## config.mk

```make
export PLATFORM = sky130hd
export DESIGN_NAME = dep_stall_ctrl
export DESIGN_NICKNAME = d
export VERILOG_FILES = /design/src/rtl/dep_stall_pkg.sv /design/src/rtl/dep_dst_track.sv /design/src/rtl/dep_src_match.sv /design/src/rtl/dep_stall_ctrl.sv
export SDC_FILE = /design/constraint.sdc
export NUM_CORES = 1
export LEC_CHECK = 0
export ABC_AREA = 1
export CAP_MARGIN = 5
export CORE_AREA = 2 2 39 41
export DETAILED_ROUTE_END_ITERATION = 8
export DIE_AREA = 0 0 41 43
export DONT_BUFFER_PORTS = 1
export PLACE_DENSITY = 0.8
export SLEW_MARGIN = 10
export SYNTH_ARGS = -nofsm -noshare
export SYNTH_HDL_FRONTEND = slang
export SYNTH_SLANG_ARGS = --single-unit
```

## constraint.sdc

```tcl
create_clock -name clk -period 2.6 [get_ports clk]
set_input_delay 0.52 -clock clk [delete_from_list [all_inputs] [get_ports clk]]
set_output_delay 0.52 -clock clk [all_outputs]
set_load 0.01 [all_outputs]
```

## src/rtl/dep_stall_pkg.sv

```systemverilog
// Shared constants for the register-dependence interlock.
// Assumes: register numbers are unsigned, and the all-ones code is "no register".
package dep_stall_pkg;
    localparam int DEF_REG_W     = 4;   // bits per register number
    localparam int DEF_SRC_PORTS = 2;   // source fields per instruction
    localparam int DEF_DEPTH     = 3;   // stages after decode that still owe a write

    // Code reserved for "no register" at a given width
    function automatic int none_code(input int width);
        return (1 << width) - 1;
    endfunction
endpackage

```

## src/rtl/dep_dst_track.sv

```systemverilog
// Shadow record of the destination register held in each stage after decode.
// Entry 0 is execute and entry DEPTH-1 is writeback; the record shifts every cycle.
// Assumes: the caller presents the "no register" code for a bubble.
module dep_dst_track #(
    parameter int REG_W = dep_stall_pkg::DEF_REG_W,
    parameter int DEPTH = dep_stall_pkg::DEF_DEPTH
) (
    input  logic                   clk,
    input  logic                   rst_n,
    input  logic [REG_W-1:0]       ins_dst,
    output logic [DEPTH*REG_W-1:0] stage_dst
);
    localparam logic [REG_W-1:0] NONE_CODE = REG_W'(dep_stall_pkg::none_code(REG_W));

    logic [REG_W-1:0] dst_q [DEPTH];

    // Execute stage takes whatever leaves decode (a destination or the empty code)
    always_ff @(posedge clk) begin
        if (!rst_n) dst_q[0] <= NONE_CODE;
        else        dst_q[0] <= ins_dst;
    end

    // Later stages take the entry of the stage before them
    for (genvar g = 1; g < DEPTH; g++) begin : g_shift
        always_ff @(posedge clk) begin
            if (!rst_n) dst_q[g] <= NONE_CODE;
            else        dst_q[g] <= dst_q[g-1];
        end
    end

    // Flatten the record for the comparators
    for (genvar g = 0; g < DEPTH; g++) begin : g_flat
        assign stage_dst[g*REG_W +: REG_W] = dst_q[g];
    end

    // Reset leaves every stage empty
    AST_RESET_EMPTY: assert property (@(posedge clk)
        !rst_n |=> (dst_q[0] == NONE_CODE && dst_q[DEPTH-1] == NONE_CODE));

    // Each record entry moves one stage per cycle
    AST_RECORD_SHIFTS: assert property (@(posedge clk) disable iff (!rst_n)
        $past(rst_n) |-> dst_q[DEPTH-1] == $past(dst_q[DEPTH-2]));
endmodule

```

## src/rtl/dep_src_match.sv

```systemverilog
// Compares one source register number against every tracked destination.
// Produces one hit bit per stage. The empty code never hits.
// Assumes: the stage_dst layout produced by dep_dst_track.
module dep_src_match #(
    parameter int REG_W = dep_stall_pkg::DEF_REG_W,
    parameter int DEPTH = dep_stall_pkg::DEF_DEPTH
) (
    input  logic                   clk,
    input  logic                   rst_n,
    input  logic                   src_valid,
    input  logic [REG_W-1:0]       src_reg,
    input  logic [DEPTH*REG_W-1:0] stage_dst,
    output logic [DEPTH-1:0]       hit
);
    localparam logic [REG_W-1:0] NONE_CODE = REG_W'(dep_stall_pkg::none_code(REG_W));

    logic src_real;

    // A source takes part only if the slot is live and the field names a register
    assign src_real = src_valid && (src_reg != NONE_CODE);

    // One equality comparator per tracked stage
    for (genvar g = 0; g < DEPTH; g++) begin : g_cmp
        assign hit[g] = src_real && (stage_dst[g*REG_W +: REG_W] == src_reg);
    end

    // An empty source field never raises a hit
    AST_NONE_SRC_QUIET: assert property (@(posedge clk) disable iff (!rst_n)
        (src_reg == NONE_CODE) |-> (hit == '0));
endmodule

```

## src/rtl/dep_stall_ctrl.sv

```systemverilog
// Register-dependence interlock for a five-stage in-order pipeline without bypass.
// Holds fetch and decode, and injects an execute bubble, while any decode source
// matches a destination still in execute, memory or writeback.
// Assumes: the decode inputs stay unchanged while hold_decode is high.
module dep_stall_ctrl #(
    parameter int REG_W   = dep_stall_pkg::DEF_REG_W,
    parameter int NUM_SRC = dep_stall_pkg::DEF_SRC_PORTS,
    parameter int DEPTH   = dep_stall_pkg::DEF_DEPTH
) (
    input  logic                     clk,
    input  logic                     rst_n,
    input  logic                     dec_valid,
    input  logic [NUM_SRC*REG_W-1:0] dec_src,
    input  logic [REG_W-1:0]         dec_dst,
    output logic                     hold_fetch,
    output logic                     hold_decode,
    output logic                     inject_bubble
);
    localparam logic [REG_W-1:0] NONE_CODE = REG_W'(dep_stall_pkg::none_code(REG_W));
    localparam int               RUN_W     = $clog2(DEPTH + 2);
    localparam logic [DEPTH-1:0] WB_ONLY   = DEPTH'(1) << (DEPTH - 1);

    logic [DEPTH*REG_W-1:0] stage_dst;
    logic [DEPTH-1:0]       src_hit [NUM_SRC];
    logic [DEPTH-1:0]       hit_stage;
    logic                   hold;
    logic [REG_W-1:0]       adv_dst;
    logic [RUN_W-1:0]       run_q;

    // Destination that enters execute: the real one on advance, none on a bubble
    assign adv_dst = (dec_valid && !hold) ? dec_dst : NONE_CODE;

    dep_dst_track #(.REG_W(REG_W), .DEPTH(DEPTH)) track_i (
        .clk       (clk),
        .rst_n     (rst_n),
        .ins_dst   (adv_dst),
        .stage_dst (stage_dst)
    );

    // One comparator bank per source field of the decode instruction
    for (genvar s = 0; s < NUM_SRC; s++) begin : g_src
        dep_src_match #(.REG_W(REG_W), .DEPTH(DEPTH)) match_i (
            .clk       (clk),
            .rst_n     (rst_n),
            .src_valid (dec_valid),
            .src_reg   (dec_src[s*REG_W +: REG_W]),
            .stage_dst (stage_dst),
            .hit       (src_hit[s])
        );
    end

    // Merge the per-source hits into one hit vector per stage
    always_comb begin
        hit_stage = '0;
        for (int s = 0; s < NUM_SRC; s++) hit_stage = hit_stage | src_hit[s];
    end

    // Any pending write to a needed register holds the front of the pipe
    assign hold          = |hit_stage;
    assign hold_decode   = hold;
    assign hold_fetch    = hold;
    assign inject_bubble = hold;

    // Length of the current hold run, kept for the bound check
    always_ff @(posedge clk) begin
        if (!rst_n)                     run_q <= '0;
        else if (!hold)                 run_q <= '0;
        else if (run_q != '1)           run_q <= run_q + 1'b1;
    end

    // An empty decode slot never stalls
    AST_NO_STALL_EMPTY: assert property (@(posedge clk) disable iff (!rst_n)
        !dec_valid |-> !hold_decode);

    // A producer seen in execute is still pending one cycle later
    AST_EX_HIT_PERSISTS: assert property (@(posedge clk) disable iff (!rst_n)
        (hold && hit_stage[0]) |=> hold_decode);

    // A match only in writeback is released in the next cycle
    AST_WB_RELEASES: assert property (@(posedge clk) disable iff (!rst_n)
        (hit_stage == WB_ONLY) |=> !hold_decode);

    // No hold run is longer than the stages that can owe a write
    AST_HOLD_BOUNDED: assert property (@(posedge clk) disable iff (!rst_n)
        hold |-> (run_q < RUN_W'(DEPTH)));

    // A held cycle sends no destination into execute
    AST_BUBBLE_NO_DST: assert property (@(posedge clk) disable iff (!rst_n)
        inject_bubble |=> (stage_dst[REG_W-1:0] == NONE_CODE));

    // An advancing live instruction carries its destination into execute
    AST_ADVANCE_DST: assert property (@(posedge clk) disable iff (!rst_n)
        (dec_valid && !hold) |=> (stage_dst[REG_W-1:0] == $past(dec_dst)));
endmodule

```

Word level (Yosys, flattened, before mapping)
Memories as Yosys holds them, arrays and structs flattened. Index checks and enable logic that the tools add are counted.

Register bits: 0. RAM bits: 12. Input bits: 15. Output and inout port bits: 3. Word-level logic and storage cells: 30. Memories: 1.

Memory list: track_i.dst_q (depth 3, bits a word 4, rd ports 3, clocked after memory_dff 0, wr ports 3, line dep_dst_track.sv:15) `logic [REG_W-1:0] dst_q [DEPTH];`.

Equal/unequal tests: 8. Muxes and demuxes: 6. Bitwise logic cells: 4. Reduce and logical (&&, ||, !) cells: 11.

Operators with widths (number): 4-bit == test (6); 4-bit 2-to-1 mux (4); 1-bit logical AND (9); 4-bit != test (second input constant) (2); 1-bit OR (3); 3-bit OR (1); 3-bit OR reduction (1); 1-bit 2-to-1 mux (2); 1-bit logical NOT (1).

Depth between registers and ports, before layout
Word-level depth: 9. Depth in mapped cells: 9. Gate-level depth less buffers: 8.

Modules after synthesis
Synthesis repeated with hierarchy kept, for this count alone.

Cells, all modules: 185. Area, all modules: 927.1 um^2.

By module, submodules not included: dep_src_match (times used 2, cells an instance 66, area each 250.2 um^2, sequential area each 0.0 um^2); dep_dst_track (times used 1, cells an instance 37, area each 341.6 um^2, sequential area each 240.2 um^2); dep_stall_ctrl (times used 1, cells an instance 16, area each 85.1 um^2, sequential area each 0.0 um^2).

Worst setup path before layout
No wires, ideal clock.

Kind: input to output. Start: in dec_src[0]. End: out hold_fetch. Arrival time: 1275 ps. Data required time: 2080 ps. Path slack: 805 ps. Cell stages on the path: 9. Buffers on the path: 1. Path through: inv_1 nand2_1 nand2_1 nor2_1 nand3_1 nand2_2 nor2_4 nand2_1 buf_4.

Cells in the longest elaborated chain, start to end: 5. Elaborated cells between the ends (all ways): 10. Classes of those cells: 4 x eq/ne; 1 x bitwise; 5 x reduce/logical.

Ends and longest elaborated chain: from (decl) (line dep_stall_ctrl.sv:13) `input logic [NUM_SRC*REG_W-1:0] dec_src,`; 4-bit != test (line dep_src_match.sv:20) `assign src_real = src_valid && (src_reg != NONE_CODE);`; 1-bit logical AND (line dep_src_match.sv:20); 1-bit logical AND (line dep_src_match.sv:24) `assign hit[g] = src_real && (stage_dst[g*REG_W +: REG_W] == src_reg);`; 3-bit OR * (line dep_stall_ctrl.sv:55) `for (int s = 0; s < NUM_SRC; s++) hit_stage = hit_stage | src_hit[s];`; 3-bit OR reduction * (line dep_stall_ctrl.sv:59) `assign hold = |hit_stage;`; to (decl) (line dep_stall_ctrl.sv:15) `output logic hold_fetch,`.

Mark *: on every way between the ends. The rest lies on a longest branch, timed or not.

==> flow_summary.json <==
{
  "status": "completed",
  "largest_reg_flops": 12,
  "worst_pin_slew_ps": 285,
  "grt_max_degree": 10,
  "yosysWarnings": 0,
  "power.leakage_nw": 0.589,
  "seq_area_frac_synth": 0.294,
  "worst_path_largest_cell_delay_ps": 380,
  "placedInstanceArea_um2": 820,
  "clk_latency_ps": 280,
  "crit_path_top_delay_cell": "dfxtp_1",
  "utilization": 0.618,
  "final_area_um2": 856,
  "synthMuxAreaShare": 0,
  "vias_per_cell": 5.02,
  "post-route-min-period_ps": 2020,
  "ys_types": 11,
  "syn_area_per_cell_um2": 5.31,
  "first_pass_iters": 4,
  "post_cts_resize_count": 0,
  "drc": 0,
  "cts_inserted_buffers": 3,
  "ys_ff_latch": 12,
  "antenna_cells": 0,
  "drv_cap": 0,
  "die_x_um": 41,
  "n_fill_cell": 136,
  "cp_data_arrival_time_ps": 1500,
  "hold_viol_final": 0,
  "synth-adder-area-share": 0,
  "antenna_left": 0,
  "slew-limit-headroom": 0.809,
  "wl_mm": 1.82,
  "grt_usage": 0.253,
  "fmax_mhz": 494,
  "grt_pass1_wl_mm": 3.04,
  "crit_path_start_kind": "flip-flop",
  "synth_nets": 169,
  "rsz0062_at_grt": "false",
  "dp_hpwl_mm": 1.46,
  "synth_compound_area_frac": 0,
  "coreArea_um2": 1380,
  "drt-initial-drc-count": 19,
  "clock-sinks": 12,
  "die-height_um": 43,
  "cts_tree": "done",
  "antenna_found_initial": 0,
  "synth_top_family_by_area": "simple AND/OR/NAND/NOR gates",
  "irDropWorstVdd_mv": 0.265,
  "drive_gt1_frac": 0.0387,
  "crit_chain": "inv_1 > nand2_1 > nand2_1 > nor2_1 > nand3_1 > nand2_1 > inv_1 > nand2_1",
  "clock_skew_ps": 1.84,
  "crit_path_end_kind": "output pin",
  "grt_pass1_vias": 799,
  "critPathBufInv": 2,
  "cts-hold-fix-buffers": 0,
  "synthCells": 154,
  "io_pins": 18,
  "setup_violations": 0,
  "reg_top3": "track_i.dst_q x12",
  "critPathTopFamily": "simple AND/OR/NAND/NOR gates",
  "fin_tns_setup_ps": 0,
  "post_cts_buffers": 0,
  "yosys.area_share.simple": 0.538,
  "rows": 14,
  "hold_path.class": "primary input to flip-flop",
  "clk_path_buf_depth": 2,
  "regMostFlops": "track_i.dst_q",
  "cp_max_fo": 5,
  "via_count": 859,
  "wl_per_cell_um": 10.6,
  "required_ps": 2080,
  "grt-ovfl-total": 0,
  "drv_slew": 0,
  "powerDensity_nw_per_um2": 480,
  "synthXorXnorAreaFrac": 0.0214,
  "nets": 171,
  "cts.clk_slew.worst_paths_ps": 80,
  "fin_crit_sh": 0.779,
  "root_buffer": "clkbuf_4",
  "place_congestion": 0.895,
  "cp_common_cell": "nand2_1",
  "io_buffers": 0,
  "syn_area_um2": 818,
  "htree_levels": 1,
  "die_area_um2": 1760,
  "area_delta_synth_final_pct": 4.59,
  "start_util": 0.591,
  "crit_type": "flip-flop to output pin"
}
[synthesized netlist by cell type]
cell,count,share of area
nand2_1,82,0.38
inv_1,27,0.12
nor2_1,16,0.073
dfxtp_1,12,0.29
nand3_1,6,0.037
nand4_1,4,0.031
buf_4,2,0.018
xor2_1,2,0.021
clkbuf_1,1,0.0046
nand2_2,1,0.0077
nor2_4,1,0.014
[cell usage in the layout, fill, tap and decap left out, drive strengths merged]
master	synthesis	layout
nor2	17	17
inv	27	27
dfxtp	12	12
clkbuf	1	4
nand3	6	6
xor2	2	2
nand2	83	83
nand4	4	4
[area by class of cell]
cell class,instances,area [um2],area share
clock buffer,4,36.3,0.0424
inverter,27,101,0.118
multi-input combinational,112,458,0.535
sequential,12,240,0.281
tap,16,20.0,0.0234
[logic make-up after synthesis]
family	count (synthesis)
XOR/XNOR	2
flip-flops	12
buffers and inverters	30
AND/OR/NAND/NOR	110
[metal layers]
| metal | vias to the layer above | share of wire | track usage |
|---|---|---|---|
| met2 | 17 | 0.49 | 0.413 |
| met4 | 0 | 0.031 | 0.147 |
| li1 | 453 | - | - |
| met3 | 7 | 0.030 | 0.0314 |
| met5 | - | 0 | 0 |
| met1 | 382 | 0.45 | 0.295 |
[worst reg2reg max path, stage by stage (launching register included)]
cell and delay (ps):
dfxtp_1 380, inv_1 80, nand2_1 70, nand2_1 60, nor2_1 140, nand3_1 100
nand2_1 80, inv_1 90, nand4_1 110
[worst paths after layout]
kind | start | to | cells after the start | slack [ps]
min | rst_n | track_i.dst_q[2][2] | 1 | 300
max | track_i.dst_q[2][1] | hold_decode | 8 | 580
max reg2reg | track_i.dst_q[2][1] | track_i.dst_q[0][1] | 8 | 1460
min reg2reg | track_i.dst_q[1][0] | track_i.dst_q[2][0] | 2 | 490
[per-stage QoR]
stage / worst slack, ps / total power [W] / cells / hold slack, ps
floorplan: 805 / 0.000256 / 154 / 453
global placement: 810 / 0.000259 / 167 / 475
detailed placement: 777 / 0.000262 / 167 / 475
CTS: 580 / 0.000411 / 171 / 305
global route: 417 / 0.000429 / 171 / 303
finish: 575 / 0.000411 / 171 / 304
[where the power goes]
group	switching (W)	internal, W
logic	0.0000414	0.0000220
clock network	0.0000680	0.0000852
registers	0.00000464	0.000190
total	0.000114	0.000297
Power figures use the tool's default switching activity.
